**src/rtl/arb_pkg.sv**
```systemverilog
// Shared constants and types for the dual-bus ownership arbiter.
// Assumes exactly two buses: index 0 is the backplane, index 1 the expansion bus.
package arb_pkg;
    localparam int NUM_BUS = 2;
    localparam int BUS_BP  = 0;
    localparam int BUS_XP  = 1;

    typedef logic [NUM_BUS-1:0] bus_vec_t;

    typedef enum logic {
        ST_IDLE     = 1'b0,
        ST_HANDOVER = 1'b1
    } ho_state_e;
endpackage

```
**src/rtl/arb_mode_reg.sv**
```systemverilog
// Holds the interlock mode bit.
// Assumes: only the hard reset clears it; the soft reset is deliberately not wired here.
module arb_mode_reg (
    input  logic clk,
    input  logic hard_rst_n,
    input  logic wr_en,
    input  logic wr_val,
    output logic mode_q
);
    // Load the mode bit on a write strobe; clear it on hard reset only.
    always_ff @(posedge clk) begin
        if (!hard_rst_n) begin
            mode_q <= 1'b0;
        end else if (wr_en) begin
            mode_q <= wr_val;
        end
    end
endmodule

```
**src/rtl/arb_req_slot.sv**
```systemverilog
// One bus's request flop plus its ownership term.
// Assumes: a clear has priority over a set in the same cycle.
module arb_req_slot (
    input  logic clk,
    input  logic rst_n,
    input  logic set_i,
    input  logic clr_i,
    input  logic gnt_i,
    output logic req_o,
    output logic own_o
);
    // Request register: reset, then clear, then set.
    always_ff @(posedge clk) begin
        if (!rst_n) begin
            req_o <= 1'b0;
        end else if (clr_i) begin
            req_o <= 1'b0;
        end else if (set_i) begin
            req_o <= 1'b1;
        end
    end

    // The bus is owned when it is both requested and granted.
    assign own_o = req_o & gnt_i;
endmodule

```
**src/rtl/arb_handover_fsm.sv**
```systemverilog
// Decides the per-bus set/clear strobes and tracks a pending interlocked handover.
// Assumes: two buses; the grant of a requested bus stays high until the request drops.
module arb_handover_fsm
    import arb_pkg::*;
(
    input  logic     clk,
    input  logic     rst_n,
    input  logic     mode_i,
    input  bus_vec_t acq_i,
    input  bus_vec_t rel_i,
    input  bus_vec_t req_i,
    input  bus_vec_t own_i,
    output bus_vec_t set_o,
    output bus_vec_t clr_o,
    output logic     busy_o
);
    ho_state_e st_q, st_d;
    logic      src_q, src_d;
    logic      taken;

    // Next-state and strobe decode for both modes.
    always_comb begin
        set_o = '0;
        clr_o = '0;
        st_d  = st_q;
        src_d = src_q;
        taken = 1'b0;
        if (!mode_i) begin
            // Free mode: releases act at once and win over acquires.
            st_d  = ST_IDLE;
            clr_o = rel_i;
            set_o = acq_i & ~rel_i;
            if (st_q == ST_HANDOVER) begin
                clr_o[src_q] = 1'b1;
            end
        end else if (st_q == ST_HANDOVER) begin
            // Wait for the destination bus before letting go of the source.
            if (own_i[~src_q]) begin
                clr_o[src_q] = 1'b1;
                st_d         = ST_IDLE;
            end
        end else begin
            set_o = acq_i;
            if (req_i == '0) begin
                set_o[BUS_BP] = 1'b1;
            end
            for (int i = 0; i < NUM_BUS; i++) begin
                if (!taken && rel_i[i] && req_i[i]) begin
                    taken = 1'b1;
                    if (own_i[NUM_BUS-1-i]) begin
                        clr_o[i] = 1'b1;
                    end else if (own_i[i]) begin
                        set_o[NUM_BUS-1-i] = 1'b1;
                        st_d               = ST_HANDOVER;
                        src_d              = 1'(i);
                    end
                end
            end
        end
    end

    // State and source-bus registers.
    always_ff @(posedge clk) begin
        if (!rst_n) begin
            st_q  <= ST_IDLE;
            src_q <= 1'b0;
        end else begin
            st_q  <= st_d;
            src_q <= src_d;
        end
    end

    assign busy_o = (st_q == ST_HANDOVER);
endmodule

```
**src/rtl/dual_bus_arbiter.sv**
```systemverilog
// Top of the interlocked dual-bus ownership arbiter.
// Assumes: both resets synchronous active-low; bus grants are held while requested.
module dual_bus_arbiter
    import arb_pkg::*;
(
    input  logic       clk,
    input  logic       hard_rst_n,
    input  logic       soft_rst_n,
    input  logic       mode_wr_en,
    input  logic       mode_wr_val,
    input  logic [1:0] acq_req,
    input  logic [1:0] rel_req,
    input  logic [1:0] bus_gnt,
    output logic [1:0] bus_req,
    output logic [1:0] bus_owned,
    output logic       handover_busy
);
    logic     rst_n;
    logic     mode_q;
    bus_vec_t set_s, clr_s;

    // Either reset clears the request path; only hard reset reaches the mode bit.
    assign rst_n = hard_rst_n & soft_rst_n;

    arb_mode_reg u_mode (
        .clk        (clk),
        .hard_rst_n (hard_rst_n),
        .wr_en      (mode_wr_en),
        .wr_val     (mode_wr_val),
        .mode_q     (mode_q)
    );

    arb_handover_fsm u_fsm (
        .clk    (clk),
        .rst_n  (rst_n),
        .mode_i (mode_q),
        .acq_i  (acq_req),
        .rel_i  (rel_req),
        .req_i  (bus_req),
        .own_i  (bus_owned),
        .set_o  (set_s),
        .clr_o  (clr_s),
        .busy_o (handover_busy)
    );

    for (genvar g = 0; g < NUM_BUS; g++) begin : g_slot
        arb_req_slot u_slot (
            .clk   (clk),
            .rst_n (rst_n),
            .set_i (set_s[g]),
            .clr_i (clr_s[g]),
            .gnt_i (bus_gnt[g]),
            .req_o (bus_req[g]),
            .own_o (bus_owned[g])
        );
    end
endmodule

```
**config.mk**
```make
export PLATFORM = sky130hd
export DESIGN_NAME = dual_bus_arbiter
export DESIGN_NICKNAME = d
export VERILOG_FILES = /design/src/rtl/arb_pkg.sv /design/src/rtl/arb_mode_reg.sv /design/src/rtl/arb_req_slot.sv /design/src/rtl/arb_handover_fsm.sv /design/src/rtl/dual_bus_arbiter.sv
export SDC_FILE = /design/constraint.sdc
export NUM_CORES = 1
export LEC_CHECK = 0
export BUFFER_PORTS_ARGS = -buffer_cell sky130_fd_sc_hd__buf_2
export CAP_MARGIN = 10
export CORE_AREA = 2 2 39 41
export DETAILED_ROUTE_END_ITERATION = 8
export DIE_AREA = 0 0 41 43
export GPL_TIMING_DRIVEN = 0
export PLACE_DENSITY = 0.65
export SLEW_MARGIN = 20
export SYNTH_ARGS = -nofsm -noshare
export SYNTH_HDL_FRONTEND = slang
export SYNTH_SLANG_ARGS = --single-unit
```
**constraint.sdc**
```tcl
create_clock -name clk -period 1.16 [get_ports clk]
set_input_delay 0.058 -clock clk [delete_from_list [all_inputs] [get_ports clk]]
set_output_delay 0.058 -clock clk [all_outputs]
set_load 0.03 [all_outputs]
```
==> results.cfg, run 1 <==
[floorplanning]
core_um2 = 1380
start_util_pct = 29.1
row_count = 14
dieArea_um2 = 1760
io_pins = 16
fp.dieH_um = 43
die_w_um = 41

[critical_path]
path_cells = and2_1 > buf_4 > buf_4
cp.required_ps = 1100
cp_slowest_cell = dfxtp_4
timing_worst_setup_path_type = register to output port
crit_path_start_kind = register
crit_top_cell = buf_4
critPathCaptureType = output port
cp_max_fo = 8
max_stage_delay_ps = 360
critical_path_arrival_ps = 1050

[detailed_routing]
drtAntennaViolNets = 0
drt_iter0_drc = 2
wl_per_cell_um = 11.9
viasPerCell = 5.32
wl_um = 974
drt_drc_violations_left = 0
dr.pass1.iters = 4
via_count = 436

[logic_synthesis]
synth_area_per_cell_um2 = 8.76
yosysSeqAreaShare_pct = 24.8
async_reset_ff_share_pct = 0
synthesis.nets = 57
ys.warnings.count = 0
synth.distinct_cells = 31
syn_area_um2 = 403
ys.flop_type = dfxtp_1
netlist_instances = 46
synth_edf_count = 0
synth_seq_cells = 5

[placement]
hpwl_um = 695
portBuffers = 15
gp_congestion = 0.739
dp.cells = 77

[timing]
final-hold-violation-count = 0
period_needed_ps = 1100
max_freq_mhz = 906
rsz0062_at_grt = yes
final_max_slew_viol_count = 0
max_slew_margin_pct = 83.8
fin_skew_ps = 7.86
period_share_pct = 95.2
tightest_slew_ps = 242
setup_viol = 0

[clock_tree]
cts_root_buf = clkbuf_4
clk_pin_slew_worst_paths_ps = 50
clockBufferDepth = 2
insertion_delay_ps = 250
cts_made_buffers = 3
clock_sinks = 5
ctsHtreeMaxLevel = 1
cts_tree = yes

[global_routing]
gr-total-overflow = 0
grt_pass1_vias = 386
grt_antenna_before_repair = 0
grt_first_pass_wirelength_mm = 1.61
grt_start_max_net_pins = 11
grt_usage_pct = 13.5

[final_layout]
num_antenna_cells = 0
nets = 78
utilization_pct = 39.4
drive_gt1_share_pct = 53.0
final_common_cell = buf_2
final_cell_mix = 13 x buf_2, 7 x buf_4
instances_no_fill = 82
syn_to_final_growth_pct = 35.4

[power]
p_leak_nw = 0.228
p_per_area_nw_per_um2 = 896
worst_ir_drop_vdd_v = 0.000276

[outcome]
status = complete, no violations

[hold_path]
hold_class = primary input to register

[flow_run]
cap_violations = 0
==> per-layer routing <==
| layer | GRT usage, % | vias to the layer above | part of all wire, % |
|---|---|---|---|
| met2 | 19.4 | 12 | 47 |
| met1 | 17.6 | 210 | 46 |
| li1 | - | 212 | - |
| met3 | 3.14 | 2 | 4.3 |
| met5 | 0 | - | 0 |
| met4 | 8.00 | 0 | 2.1 |
==> timing repair <==
action / 4_1_cts / 5_1_grt
hold buffers: 0 / 0
setup endpoints to repair: 3 / 3
gates resized for setup: 3 / 4
hold endpoints to repair: 0 / 0
setup buffers: 0 / 1
==> cell families (layout without fill, tap and decap cells) <==
| logic type | after synthesis | in the layout | synth area share (%) |
|---|---|---|---|
| buf+inv | 7 | 27 | 14.0 |
| mux | 2 | 2 | 4.97 |
| compound gates | 17 | 17 | 33.9 |
| flops | 5 | 5 | 24.8 |
| simple gates | 15 | 15 | 22.4 |
==> final timing paths <==
check,end,depth (start not counted),slack (ps),startpoint
worst max-delay path,bus_owned[0],3,60,g_slot[0].u_slot.req_o
worst min-delay path,u_mode.mode_q,2,70,hard_rst_n
worst max register to register,g_slot[1].u_slot.req_o,4,90,u_fsm.busy_o
worst min register to register,g_slot[1].u_slot.req_o,2,570,u_mode.mode_q
==> area by class of cell <==
type / count / area, µm²
Buffer: 6 / 52.6
Fill cell: 159 / 838
Clock buffer: 4 / 26.3
Timing Repair Buffer: 16 / 87.6
Multi-Input combinational cell: 34 / 246
Sequential cell: 5 / 109
Tap cell: 16 / 20.0
Inverter: 1 / 3.75
==> report_power, final <==
group	internal, mW	total, mW	switching (mW)
clock network	0.131	0.216	0.0851
logic	0.0465	0.0923	0.0458
registers	0.174	0.180	0.00597
==> per-stage QoR <==
stage	hold WS (ps)	area [µm²]	power, mW	worst slack, ps	setup TNS, ps
CTS	65.8	531	0.494	6.84	0
global route	56.6	546	0.526	-37.8	-37.8
detailed placement	327	499	0.275	-9.33	-9.33
finish	66.3	546	0.489	56.1	0
floorplan	186	404	0.238	20.5	0
global placement	297	499	0.274	-17.3	-17.3
==> critical path, delay by kind of cell (launching register included) <==
| family | cells | cell delay [ps] |
|---|---|---|
| buffers and inverters | 2 | 270 |
| DFF | 1 | 360 |
| and+or+nand+nor | 1 | 150 |
==> cell usage after synthesis, types with 2 or more instances <==
library cell	number	area (µm²)
mux2i_1	2	20.0
dfxtp_1	5	100
a21oi_1	3	15.0
nand2_1	3	11.3
buf_4	4	30.0
buf_6	2	22.5
nand3_1	3	15.0
==> registers in the layout (all words and copies together), names as in the netlist <==
name / flops
u_mode.mode_q: 1
u_fsm.src_q: 1
u_fsm.busy_o: 1
g_slot.u_slot.req_o: 2
Note: power is estimated with default switching activity, not from simulation.
==> run 2, diff against run 1 <==
Settings changed: ABC_AREA set to 1, PLACE_DENSITY 0.65 to 0.64.
==> run 2 against run 1 <==
  * Wire length is 11% lower
  * Global-route usage is 1.7 points lower
  * Sequential cell count stayed put
  * Area after synthesis is 4.0% lower
  * Via count is 0.69% lower
  * Final cell count is 21% higher
  * Die area stayed put
==> results.cfg, run 2 <==
[outcome]
status = complete, no violations

[final_layout]
largest_reg_flops = 2
final_cell_mix = 17 x nand2_1, 14 x buf_2, 8 x inv_1
syn_to_final_growth_pct = 33.3
num_antenna_cells = 0
fill_cells = 147
final_common_cell = nand2_1
drive_gt1_share_pct = 41.0
nets = 95
regMostFlops = g_slot.u_slot.req_o

[timing]
tightest_slew_ps = 265
period_needed_ps = 1110
fin_skew_ps = 2.10
setup_viol = 0
final_max_slew_viol_count = 0
period_share_pct = 96.0
rsz0062_at_grt = no
max_freq_mhz = 898
final-hold-violation-count = 0
setup-tns-final_ps = 0
max_slew_margin_pct = 82.3

[global_routing]
grt_first_pass_wirelength_mm = 1.38
grt_pass1_vias = 381
gr-total-overflow = 0
grt_start_max_net_pins = 7
grt_antenna_before_repair = 0
grt_usage_pct = 11.9

[clock_tree]
ctsHtreeMaxLevel = 1
cts_root_buf = clkbuf_4
clock_sinks = 5
insertion_delay_ps = 230
post_cts_buffers = 0
cts_tree = yes
cts_made_buffers = 3
clk_pin_slew_worst_paths_ps = 40
clockBufferDepth = 2

[logic_synthesis]
ys.warnings.count = 0
yosys.area.top_type = dfxtp_1
ys.flop_type = dfxtp_1
synth.distinct_cells = 15
netlist_instances = 64
synth_area_per_cell_um2 = 6.04
async_reset_ff_share_pct = 0
synth_top_area_share_pct = 25.9
synth_commonest_cells = 18 x nand2_1, 8 x inv_1, 5 x dfxtp_1
synth_seq_cells = 5
yosysSeqAreaShare_pct = 25.9
syn_area_um2 = 387
synth_area_leaders = dfxtp_1 26%, nand2_1 17%, buf_4 7.8%, inv_1 7.8%, nor2_4 5.8%
synth_most_common_cell = nand2_1
synth_edf_count = 0
synthesis.nets = 75

[power]
worst_ir_drop_vdd_v = 0.000597
intPower_mw = 0.344
seqPwrFrac_pct = 40.7
power_frac_clock_pct = 41.4
p_sw_share_pct = 25.0
total_power_mw = 0.458
p_leak_nw = 0.286
p_per_area_nw_per_um2 = 889
pwr-share-comb_pct = 17.9
p_switching_mw = 0.114

[critical_path]
timing_worst_setup_path_type = register to output port
critPathCaptureType = output port
cp_max_fo = 5
rr_startpoint = u_mode.mode_q
reg2reg_to = u_fsm.src_q
cp.required_ps = 1100
critical_path_arrival_ps = 1060
r2r_cells = 5
crit_path_start_kind = register
reg2reg_slack_ps = 130

[floorplanning]
start_util_pct = 27.9
io_pins = 16
die_w_um = 41
core_um2 = 1380
fp.dieH_um = 43
row_count = 14
dieArea_um2 = 1760

[placement]
portBuffers = 15
gp_congestion = 0.849
hpwl_um = 742

[detailed_routing]
wl_per_cell_um = 8.79
viasPerCell = 4.37
via_count = 433
met2WireLength_um = 430
drt_drc_violations_left = 0
dr.pass1.iters = 4
wl_um = 870
drtAntennaViolNets = 0
wl_met1_um = 388
highest_layer = met3
met3_length_um = 52
drt_iter0_drc = 9

[hold_path]
holdPathEnd = u_mode.mode_q
hold_depth = 2
hold_class = primary input to register
min-delay-start = mode_wr_en

[flow_run]
cap_violations = 0
## run 2: cell families after synthesis
family	after synthesis	share of synthesized area, %
compound gates	12	17.5
simple gates	31	37.2
flops	5	25.9
buf+inv	16	19.4
## run 2: power by group through the flow
stage	Clock, mW	Combinational [mW]	Sequential (mW)
after floorplan	0	0.0526	0.186
after global placement	0	0.0804	0.188
after detailed placement	0	0.0808	0.188
after CTS	0.199	0.0818	0.186
after global routing	0.220	0.0923	0.186
final	0.190	0.0820	0.186
## run 2: repair_timing
item                                    in CTS  in global routing
hold buffers                                 0                  0
gates resized for setup                      2                  2
hold endpoints to repair                     0                  0
endpoints found under the setup margin       1                  2
## run 2: routing by layer
layer / track usage, % / up-vias
met2: 17.2 / 12
met3: 4.71 / 0
li1: - / 235
met5: 0 / -
met1: 13.5 / 186
met4: 8.00 / 0
## run 2: critical path: stages (launching register included)
cell	delay, ps
dfxtp_2	370
nand2_2	100
inv_1	80
buf_4	100
clkbuf_4	170
## run 2: how the worst max path moves through the flow
stage,slack (ps),start,to
6_report,50,g_slot[1].u_slot.req_o,bus_owned[1]
5_1_grt,4,g_slot[1].u_slot.req_o,bus_owned[1]
4_1_cts,30,g_slot[0].u_slot.req_o,bus_owned[0]
3_5_place_dp,90,g_slot[1].u_slot.req_o,u_fsm.busy_o
3_3_place_gp,110,g_slot[1].u_slot.req_o,g_slot[0].u_slot.req_o
2_1_floorplan,40,u_fsm.busy_o,g_slot[0].u_slot.req_o
## run 2: layout make-up
| class | count | area [µm²] | area share [%] |
|---|---|---|---|
| Tap cell | 16 | 20.0 | 3.88 |
| Sequential cell | 5 | 103 | 19.9 |
| Timing Repair Buffer | 15 | 77.6 | 15.0 |
| Clock buffer | 4 | 26.3 | 5.10 |
| Buffer | 4 | 30.0 | 5.83 |
| Inverter | 12 | 45.0 | 8.74 |
| Multi-Input combinational cell | 43 | 214 | 41.5 |
## run 2: stage by stage
| step | worst slack, ps | cell area, µm² | hold slack [ps] | util [%] | instances |
|---|---|---|---|---|---|
| 6_report | 46.5 | 515 | 11.5 | 37.3 | 99 |
| 5_1_grt | 3.68 | 515 | 28.8 | 37.3 | 99 |
| 4_1_cts | 25.9 | 512 | 4.55 | 37.0 | 99 |
| 3_5_place_dp | 94.6 | 482 | 253 | 34.8 | 95 |
| 3_3_place_gp | 111 | 482 | 245 | 34.8 | 95 |
| 2_1_floorplan | 42.0 | 387 | 151 | - | 64 |
==> run 3, diff against run 2 <==
Settings changed: PLACE_DENSITY 0.64 to 0.55.
==> run 3 against run 2 <==
  * Utilization grew 1.3 points
  * First-iteration DRC count is 33% higher
  * Sequential share of layout area decreased by 0.18 points
  * Sequential power barely moved
  * Via count up 2.8%
  * Non-clock buffer count rose by 1
  * Design area up 3.4%
  * Hold slack gained 36 ps
  * Worst setup slack improved by 26 ps
  * Die area did not move
==> results.cfg, run 3 (synthesis results as in run 2) <==
[final_layout]
regArea_um2 = 105
final_cell_mix = 17 x nand2_1, 14 x buf_2, 8 x inv_1
multi_input_area_um2 = 219
largest_reg_flops = 2
instances_no_fill = 100
fill_cells = 163
drive_gt1_share_pct = 40.5
syn_to_final_growth_pct = 37.9
num_antenna_cells = 0
nets = 96
regMostFlops = g_slot.u_slot.req_o
final_common_cell = nand2_1

[critical_path]
max_stage_delay_ps = 360
cp.required_ps = 1100
crit_family = flip-flops
path_cells = nand2_4 > inv_1 > buf_4 > clkbuf_4
crit_path_start_kind = register
critical_path_arrival_ps = 1030
cp_slowest_cell = dfxtp_4
critPathCaptureType = output port
crit_buf_inv = 3
timing_worst_setup_path_type = register to output port
cp_max_fo = 5

[global_routing]
grt_start_max_net_pins = 7
grt_pass1_vias = 390
gr-total-overflow = 0
grt_first_pass_wirelength_mm = 1.49
grt_usage_pct = 12.9
grt_antenna_before_repair = 0

[floorplanning]
start_util_pct = 27.9
dieArea_um2 = 1760
core_um2 = 1380
io_pins = 16
fp.dieH_um = 43
row_count = 14
die_w_um = 41

[clock_tree]
cts_tree = yes
insertion_delay_ps = 250
clk_pin_slew_worst_paths_ps = 50
post_cts_buffers = 0
cts_root_buf = clkbuf_4
clock_sinks = 5
clockBufferDepth = 2
cts_made_buffers = 3
ctsHtreeMaxLevel = 1

[timing]
setup-tns-final_ps = 0
final-hold-violation-count = 0
max_freq_mhz = 920
tightest_slew_ps = 289
fin_skew_ps = 4.38
max_slew_margin_pct = 80.7
setup_viol = 0
period_share_pct = 93.7
final_max_slew_viol_count = 0
rsz0062_at_grt = no
period_needed_ps = 1090

[flow_run]
cap_violations = 0

[hold_path]
hold_class = primary input to register

[detailed_routing]
wl_um = 926
drt_iter0_drc = 12
wl_per_cell_um = 9.26
drt_drc_violations_left = 0
dr.pass1.iters = 4
drtAntennaViolNets = 0
via_count = 445
viasPerCell = 4.45

[power]
power_frac_clock_pct = 43.6
p_switching_mw = 0.133
worst_ir_drop_vdd_v = 0.000324
seqPwrFrac_pct = 38.5
p_leak_nw = 0.298
p_sw_share_pct = 27.7
p_per_area_nw_per_um2 = 897
intPower_mw = 0.346
pwr-share-comb_pct = 17.9

[placement]
portBuffers = 15
dp.cells = 95
hpwl_um = 712
gp_congestion = 0.804

[outcome]
status = complete, no violations
-- run 3: changes by cell type in the layout (fill, tap and decap cells not counted) --
cell / before / now
nand2_4: 0 / 1
nand2_2: 2 / 1
dfxtp_2: 2 / 1
dlygate4sd3_1: 0 / 1
dfxtp_4: 0 / 1
-- run 3: worst paths after layout --
kind | start | to | slack, ps | depth (start not counted)
setup / recovery | g_slot[1].u_slot.req_o | bus_owned[1] | 70 | 4
hold / removal | mode_wr_val | u_mode.mode_q | 50 | 3
setup reg to reg | u_fsm.busy_o | g_slot[0].u_slot.req_o | 140 | 5
hold reg to reg | u_mode.mode_q | u_fsm.busy_o | 510 | 2
-- run 3: timing repair --
| action | CTS | global route |
|---|---|---|
| hold endpoints to repair | 1 | 0 |
| resized for setup | 2 | 4 |
| endpoints found under the setup margin | 1 | 2 |
| hold buffers | 1 | 0 |
| cloned | 0 | 0 |
-- run 3: power groups by stage --
stage	sequential, mW	combinational (mW)	clock [mW]
after detailed placement	0.188	0.0813	0
after CTS	0.185	0.0847	0.217
after global routing	0.185	0.0981	0.231
after floorplan	0.186	0.0526	0
after global placement	0.188	0.0809	0
final	0.184	0.0854	0.209
-- run 3: final cells by class --
type,count,area share (%)
sequential,5,19.7
inverter,12,8.45
buffer,4,5.63
multi-input combinational,43,41.1
tap,16,3.76
clock buffer,4,4.93
timing repair buffer,16,16.4
-- run 3: worst reg2reg max path: stages (launching register included) --
cell	delay (ps)
dfxtp_1	480
inv_2	110
nor2_4	110
o21ai_0	80
nand3_1	100
a21oi_2	30
-- run 3: metal layers --
| layer | GRT usage, % | wire (µm) |
|---|---|---|
| met2 | 16.6 | 417 |
| met5 | 0 | 0 |
| met1 | 17.6 | 425 |
| met4 | 12.0 | 0 |
| met3 | 1.57 | 82 |
-- run 3: per-stage QoR --
stage | power (mW) | utilization, % | hold slack, ps | worst slack (ps) | area (µm²)
floorplan | 0.239 | - | 151 | 42.0 | 387
global placement | 0.269 | 34.8 | 248 | 106 | 482
detailed placement | 0.269 | 34.8 | 251 | 106 | 482
CTS | 0.487 | 37.7 | 38.3 | 9.15 | 522
global route | 0.514 | 38.5 | 51.0 | 14.1 | 533
finish | 0.478 | 38.5 | 47.9 | 72.5 | 533
